$ cat config.mk
export PLATFORM = sky130hd
export DESIGN_NAME = offset_cal_seq
export DESIGN_NICKNAME = d
export VERILOG_FILES = /design/src/rtl/offset_cal_pkg.sv /design/src/rtl/cal_timer.sv /design/src/rtl/cancel_acc.sv /design/src/rtl/clamp_limit.sv /design/src/rtl/offset_cal_seq.sv
export SDC_FILE = /design/constraint.sdc
export NUM_CORES = 1
export LEC_CHECK = 0
export ABC_AREA = 1
export CORE_UTILIZATION = 45
export DETAILED_ROUTE_END_ITERATION = 6
export HOLD_SLACK_MARGIN = 0.05
export PLACE_DENSITY = 0.68
export SYNTH_ARGS = -nofsm -noshare
export SYNTH_HDL_FRONTEND = slang
export SYNTH_SLANG_ARGS = --single-unit
$ cat constraint.sdc
create_clock -name clk -period 2.3 [get_ports clk]
set_input_delay 0.23 -clock clk [delete_from_list [all_inputs] [get_ports clk]]
set_output_delay 0.23 -clock clk [all_outputs]
set_load 0.005 [all_outputs]
$ cat src/rtl/offset_cal_pkg.sv
package offset_cal_pkg;
  typedef enum logic [1:0] {
    STEP_HOLD = 2'd0,
    STEP_UP   = 2'd1,
    STEP_DOWN = 2'd2
  } step_e;

  // direction of one correction step from the sign and zero flags of a sample
  function automatic step_e step_of(input logic neg, input logic zero);
    if (zero)     return STEP_HOLD;
    else if (neg) return STEP_UP;
    else          return STEP_DOWN;
  endfunction
endpackage

$ cat src/rtl/cal_timer.sv
module cal_timer #(
  parameter int CAL_CYCLES = 40000,
  parameter int CNT_W      = $clog2(CAL_CYCLES)
) (
  input  logic clk,
  input  logic rst_n,
  input  logic reset_mode,
  output logic busy
);
  localparam logic [CNT_W-1:0] LAST = CNT_W'(CAL_CYCLES - 1);

  logic             pend_q;
  logic             busy_q;
  logic [CNT_W-1:0] cnt_q;

  always_ff @(posedge clk or negedge rst_n) begin
    if (!rst_n) begin
      pend_q <= 1'b0;
      busy_q <= 1'b0;
      cnt_q  <= '0;
    end else if (reset_mode) begin
      pend_q <= 1'b1;
      busy_q <= 1'b0;
      cnt_q  <= '0;
    end else if (pend_q) begin
      pend_q <= 1'b0;
      busy_q <= 1'b1;
      cnt_q  <= '0;
    end else if (busy_q) begin
      if (cnt_q == LAST) begin
        busy_q <= 1'b0;
        cnt_q  <= '0;
      end else begin
        cnt_q <= cnt_q + 1'b1;
      end
    end
  end

  assign busy = busy_q;


  mode_drops_busy_chk: assert property (@(posedge clk) disable iff (!rst_n)
    reset_mode |=> !busy_q);


  end_at_last_chk: assert property (@(posedge clk) disable iff (!rst_n)
    (busy_q && !reset_mode && cnt_q != LAST) |=> busy_q);


  idle_without_mode_chk: assert property (@(posedge clk) disable iff (!rst_n)
    (!busy_q && !pend_q && !reset_mode) |=> !busy_q);
endmodule

$ cat src/rtl/cancel_acc.sv
module cancel_acc
  import offset_cal_pkg::*;
#(
  parameter int SW = 8,
  parameter int CW = 8
) (
  input  logic                 clk,
  input  logic                 rst_n,
  input  logic                 clear,
  input  logic                 take,
  input  logic signed [SW-1:0] sample,
  output logic signed [CW-1:0] cancel
);
  localparam logic signed [CW-1:0] MAXV = {1'b0, {(CW-1){1'b1}}};
  localparam logic signed [CW-1:0] MINV = {1'b1, {(CW-1){1'b0}}};

  logic signed [CW-1:0] acc_q;
  step_e                dir;

  always_comb dir = step_of(sample[SW-1], sample == '0);

  always_ff @(posedge clk or negedge rst_n) begin
    if (!rst_n) begin
      acc_q <= '0;
    end else if (clear) begin
      acc_q <= '0;
    end else if (take) begin
      case (dir)
        STEP_UP:   if (acc_q != MAXV) acc_q <= acc_q + 1'b1;
        STEP_DOWN: if (acc_q != MINV) acc_q <= acc_q - 1'b1;
        default:   acc_q <= acc_q;
      endcase
    end
  end

  assign cancel = acc_q;


  one_lsb_step_chk: assert property (@(posedge clk) disable iff (!rst_n)
    !clear |=> ((acc_q - $past(acc_q)) inside {-1, 0, 1}));


  hold_when_idle_chk: assert property (@(posedge clk) disable iff (!rst_n)
    (!take && !clear) |=> $stable(acc_q));
endmodule

$ cat src/rtl/clamp_limit.sv
module clamp_limit #(
  parameter int CLW = 7,
  parameter int LO  = 14,
  parameter int HI  = 76
) (
  input  logic [CLW-1:0] raw,
  output logic [CLW-1:0] lim
);
  localparam logic [CLW-1:0] LO_C = CLW'(LO);
  localparam logic [CLW-1:0] HI_C = CLW'(HI);

  always_comb begin
    if (raw < LO_C)      lim = LO_C;
    else if (raw > HI_C) lim = HI_C;
    else                 lim = raw;
  end
endmodule

$ cat src/rtl/offset_cal_seq.sv
module offset_cal_seq #(
  parameter int CAL_CYCLES = 40000,
  parameter int SW         = 8,
  parameter int CW         = 8,
  parameter int CLW        = 7,
  parameter int CLAMP_LO   = 14,
  parameter int CLAMP_HI   = 76,
  parameter int DAC_W      = ((CW > CLW + 1) ? CW : CLW + 1) + 2
) (
  input  logic                    clk,
  input  logic                    rst_n,
  input  logic                    reset_mode,
  input  logic                    s_valid,
  output logic                    s_ready,
  input  logic signed [SW-1:0]    s_data,
  input  logic        [CLW-1:0]   clamp_code,
  output logic signed [DAC_W-1:0] dac_code,
  output logic                    busy
);
  logic                    busy_w;
  logic signed [CW-1:0]    cancel;
  logic        [CLW-1:0]   clamp_lim;
  logic signed [DAC_W-1:0] cancel_ext;
  logic signed [DAC_W-1:0] clamp_ext;
  logic signed [DAC_W-1:0] clamp_part;

  cal_timer #(.CAL_CYCLES(CAL_CYCLES)) u_timer (
    .clk        (clk),
    .rst_n      (rst_n),
    .reset_mode (reset_mode),
    .busy       (busy_w)
  );

  cancel_acc #(.SW(SW), .CW(CW)) u_acc (
    .clk    (clk),
    .rst_n  (rst_n),
    .clear  (reset_mode),
    .take   (s_valid && busy_w),
    .sample (s_data),
    .cancel (cancel)
  );

  clamp_limit #(.CLW(CLW), .LO(CLAMP_LO), .HI(CLAMP_HI)) u_clamp (
    .raw (clamp_code),
    .lim (clamp_lim)
  );

  assign cancel_ext = DAC_W'(cancel);
  assign clamp_ext  = DAC_W'({1'b0, clamp_lim});
  assign dac_code   = cancel_ext + clamp_ext;
  assign s_ready    = busy_w;
  assign busy       = busy_w;
  assign clamp_part = dac_code - cancel_ext;


  clamp_range_chk: assert property (@(posedge clk) disable iff (!rst_n)
    (clamp_part >= DAC_W'(CLAMP_LO)) && (clamp_part <= DAC_W'(CLAMP_HI)));
endmodule

# == Yosys cells after proc, flatten, opt, wreduce, memory -nomap -nowiden ==
# Cells that the tools add are included.
# word_totals
ff_bits,26
input_bits,19
output_inout_bits,12
# op_classes
n_addsub,4
order_cmp,2
eq_ne,7
mux,18
n_reduce_logical,6
# ops
operator,count
16-bit two-way mux,4
8-bit two-way mux,4
"16-bit by 1-bit adder with 16-bit output, second input constant",1
"16-bit equality test, second input constant",1
"8-bit inequality test, second input constant",2
8-bit case mux with 2 select lines,1
7-bit two-way mux,2
8-bit by 8-bit adder with 9-bit output,1
"8-bit by 1-bit adder with 8-bit output, second input constant",1
8-bit logical NOT,1
"8-bit by 1-bit subtractor with 8-bit output, second input constant",1
"7-bit greater-than comparator, second input constant",1
"7-bit by 4-bit < comparator with 1-bit output, second input constant",1
"3-bit by 2-bit inequality test with 1-bit output, second input constant",2
3-bit nonzero test,2
1-bit two-way mux,5
2-bit two-way mux,2
4-bit AND reduction,1
"2-bit by 1-bit equality test with 1-bit output, second input constant",1
"2-bit equality test, second input constant",1
2-bit nonzero test,1
1-bit logical AND,1

# == Depth between registers and ports, before layout ==
# logic_depth
ltp_word,6
mapped_depth,16

# == Hierarchy ==
# From an unflattened synthesis, not the netlist that was laid out.
# unflattened
hier_cells,362
area_unflattened_um2,2372.3
# by_module_without_submodules
mod,n_inst,cells_each,area_per_inst_um2,seq_area_each_um2
cal_timer,1,149,1086.0,450.4
cancel_acc,1,124,798.3,200.2
offset_cal_seq,1,66,372.9,0.0
clamp_limit,1,23,115.1,0.0

# == Least setup slack after synthesis ==
# Ideal clock, no wire load.
# synth_timing
path_type,input to output
start,input clamp_code[5]
end,output dac_code[9]
arrival_ps,1958
required_time_ps,2070
path_slack_ps,112
stages,13
n_path_buf,1
path_cell_list,inv_1 nand4_1 nand2_1 inv_1 nor2_1 ha_1 inv_1 fa_1 o21ai_0 a21boi_0 o21ai_0 nor2_1 buf_4
# synth_between
elab_chain_cells,4
elab_cells_between_ends,5
classes_between,add/sub: 1; order compare: 2; mux: 2
# synth_rtl
item,line_no,rtl
from (decl),offset_cal_seq.sv:16,"input logic [CLW-1:0] clamp_code,"
7-bit greater-than comparator,clamp_limit.sv:14,else if (raw > HI_C) lim = HI_C;
7-bit two-way mux,clamp_limit.sv:14,
7-bit two-way mux (*),clamp_limit.sv:13,if (raw < LO_C) lim = LO_C;
8-bit by 8-bit adder with 9-bit output (*),offset_cal_seq.sv:50,assign dac_code = cancel_ext + clamp_ext;
to (decl),offset_cal_seq.sv:17,"output logic signed [DAC_W-1:0] dac_code,"
# Every way passes the cells marked *; elsewhere a longest branch is shown, timed or not.

# == Worst setup path in the final report ==
# layout_timing
start,input clamp_code[1]
end,output dac_code[6]
# The elaborated chain is that of the path after synthesis.

==> summary by stage <==
Run
Max-cap violations in this run came to 0.

Placed design
The congestion estimate from routability-driven global placement came to 0.841. The wire-length estimate of the detail-placed layout is 3990 um. Input and output buffers added on the ports amount to 30.

Outcome
The run finished with clean final reports.

Global route
Entering global routing, the biggest net connects 27 pins. The total overflow reported by the global router is 0. Global routing used 21.7% of the available tracks. The number of global-route vias before repair came to 2085.

The first global-routing pass estimated 8990 um of wire. The initial antenna violation count is 0.

Routing
The routed layout has 2245 vias. For this run, the detailed router's first-pass iteration total came to 4. The final layout contains routed wiring with a total length of 5370 um.

The per-cell routed wire length is 11.7 um. Once detail routing completed, the nets flagged for antenna violations numbered 0. The detailed-route DRC error count is 0. After the first detailed-routing iteration, the DRC count stood at 96. The average via count per standard cell is 4.90.

Critical path
The maximum net fanout on the critical path is 4. The largest individual stage delay along the critical path comes from the cell sky130_fd_sc_hd__fa_2. The most numerous cell type found on the critical path is sky130_fd_sc_hd__inv_2. The data arrival time at the worst-slack endpoint is 1980 ps. The endpoint kind of the worst setup timing path is an output port. The worst setup path is launched from an input pin. Traced cell by cell, the critical path runs through buf_6 > nand3_4 > nand4_1 > nand2_1 > inv_2 > nor2_2 > ha_2 > inv_2 > fa_2 > o21ai_4 > a21boi_2 > buf_4 > xor2_1 > buf_2. By startpoint and endpoint, the worst setup path is classified as in2out. The critical path contains buffers and inverters numbering 5 combined. The data required time of the critical path is 2070 ps. The cell type group with the largest total delay on the critical path is adder cells. The maximum single-stage delay on the critical path is 360 ps.

STA
For the pin with the worst max-slew slack, the measured transition is 373 ps. The final period utilization is 96.3%. The worst hold slack across all endpoints is 307 ps. The final count of pins violating max slew is 0. The relative max-transition margin is 75.1%. For this run, the top clock speed supported by timing is 452 MHz. The clock skew after layout is 2.11 ps. Setup repair after global routing could not meet its margin everywhere. The number of endpoints failing setup at the final stage is 0. Adding up every negative setup slack in the final design gives 0 ps. The final hold violation count is 0. The post-layout minimum cycle time is 2210 ps.

Finish
The top cell types in the final layout, fill and taps aside, are sky130_fd_sc_hd__nand2_1 (92), sky130_fd_sc_hd__inv_1 (49), sky130_fd_sc_hd__buf_4 (44). The footprint of the multi-input gates is 0.00145 mm2. Relative to the synthesized area, the layout overhead comes to 36.7%.

The post-route netlist has 27.4% of its cells at a drive strength greater than 1. The total number of nets in the final design is 427. Counting the fill cells in the layout gives 421. The final antenna diode count is 0. In the final layout, flip-flops and latches occupy 651 um2. The most common cell after layout, fill and taps aside is sky130_fd_sc_hd__nand2_1.

Power
The power density of the placed cells is 397 mW/mm2. The clock group share of total power is 25.3%. The overall power consumption is 1210 uW. The reported leakage power is 0.00155 uW. The switching portion of total power is 30.5%. The worst voltage drop across the vdd grid is 324 uV. Of the total power, combinational logic draws 34.5%. Sequential cells account for 40.3% of the total power. The analysis attributes to net switching a power of 369 uW. The internal power contribution is 840 uW.

Floorplan
The starting density of the core is 46.9%. The number of ports placed on the die boundary is 31. The row count is 25. After floorplanning, the core was sized to cover 0.00475 mm2. From bottom edge to top edge, the die measures 72.4 um.

From left edge to right edge, the die measures 72.4 um. The area of the die is 0.00524 mm2.

Synthesis
The number of nets in the synthesized netlist is 352. The number of distinct library cells after synthesis is 36. Of all flip-flops after synthesis, the portion carrying an async set or reset was 100%. The share of the Yosys chip area taken by registers is 29.2%. The count of flip-flops with a built-in enable after synthesis is 0.

The most used flip-flop cell after synthesis is sky130_fd_sc_hd__dfrtp_1. The post-synthesis sequential element count is 26. The mapped netlist covers 0.00223 mm2. The instance count of the mapped netlist is 317. The mean instance size in the synthesized netlist is 7.03 um2. During synthesis, Yosys emitted a total of 0 warnings.

Clock tree
The cell chosen for the clock root is sky130_fd_sc_hd__clkbuf_8. Counting every sink on the clock net gives 26. In this run the deepest clock path goes through 2 buffers. CTS built an H-tree with a depth of 1.

The number of buffers inserted during clock tree synthesis is 3. Hold repair after CTS inserted 0 buffers. At the later pin of the worst-skew pair, clock insertion delay measures 280 ps. Clock-pin slew was measured on the worst setup and hold paths at 90 ps. TritonCTS built the clock tree.

Worst hold path
The tightest min-delay check is of the in2async type.
## power groups by stage
stage | Sequential [uW] | Combinational (uW) | Clock, uW
floorplan | 493 | 180 | 0
global placement | 494 | 379 | 0
detailed placement | 494 | 387 | 0
CTS | 487 | 405 | 311
global route | 489 | 462 | 329
finish | 487 | 417 | 305
## worst reg2reg max path, delay by kind of cell (launching register included)
kind,cells,cell delay (ps)
adders and majority gates,1,320
AOI/OAI and AO/OA,2,260
buffers and inverters,2,320
and+or+nand+nor,3,200
xor gates and xnor gates,1,170
DFF,1,440
## per-layer routing
metal  track usage [%]  part of all wire [%]  vias up
li1                  -                     -     1159
met1              29.1                    48     1020
met2              36.8                    46       57
met3              2.36                   4.1        9
met4              6.75                   1.7        0
met5                 0                     0        -
## metrics by stage
| step | std cells | utilization, % | setup WS, ps | cell area, um2 |
|---|---|---|---|---|
| detailed placement | 446 | 60.0 | -789 | 2850 |
| global route | 458 | 64.1 | -20.2 | 3050 |
| global placement | 446 | 60.0 | -711 | 2850 |
| CTS | 457 | 63.4 | -27.7 | 3020 |
| floorplan | 317 | - | 112 | 2230 |
| finish | 458 | 64.1 | 85.4 | 3050 |
## state kept, by name (all words and copies together), names as in the netlist
signal	flops
u_acc.cancel	8
u_timer.busy	1
u_timer.cnt_q	16
u_timer.pend_q	1
## Yosys cell counts (3+ instances only)
cell type | n | share of area (%)
sky130_fd_sc_hd__a21oi_1 | 7 | 1.6
sky130_fd_sc_hd__dfrtp_1 | 26 | 29
sky130_fd_sc_hd__ha_1 | 14 | 7.9
sky130_fd_sc_hd__inv_1 | 54 | 9.1
sky130_fd_sc_hd__nand2_1 | 94 | 16
sky130_fd_sc_hd__nand2_2 | 3 | 0.84
sky130_fd_sc_hd__nand3_1 | 18 | 4.0
sky130_fd_sc_hd__nand4_1 | 9 | 2.5
sky130_fd_sc_hd__nor2_1 | 19 | 3.2
sky130_fd_sc_hd__o21ai_0 | 9 | 2.0
sky130_fd_sc_hd__o21ai_1 | 11 | 2.5
sky130_fd_sc_hd__o22ai_1 | 7 | 2.0
sky130_fd_sc_hd__xnor2_1 | 4 | 1.6
sky130_fd_sc_hd__xor2_1 | 10 | 3.9
## final cells by class
type / instances / area share (%)
Inverter: 57 / 7.03
Clock buffer: 4 / 1.81
Sequential cell: 26 / 21.4
Timing Repair Buffer: 74 / 19.4
Tap cell: 67 / 2.75
Multi-Input combinational cell: 230 / 47.6
## kinds of logic after synthesis
logic type,synth area share [%]
AO/OA/AOI/OAI,10.7
XOR/XNOR,5.50
adder cells (fa/ha/maj),9.66
buffers and inverters,10.9
flip-flops,29.2
AND/OR/NAND/NOR,34.0
## worst paths after layout
path / start / to / slack [ps] / cells past startpoint
setup reg to reg: u_acc.cancel[3] / u_acc.cancel[4] / 530 / 9
max in group asynchronous: rst_n / u_acc.cancel[2] / 1740 / 2
hold / removal: rst_n / u_timer.cnt_q[2] / 310 / 2
min in group clk: u_timer.cnt_q[15] / u_timer.cnt_q[15] / 540 / 2
hold reg to reg: u_timer.cnt_q[15] / u_timer.cnt_q[15] / 540 / 2
setup / recovery: clamp_code[1] / dac_code[6] / 90 / 14
## repair_timing
action / 4_1_cts / 5_1_grt
pin swaps: 20 / 13
hold endpoints to repair: 0 / 0
resized for setup: 72 / 19
setup buffers: 7 / 2
gates cloned: 0 / 0
setup endpoints to repair: 9 / 13
Power figures use the tool's default switching activity.
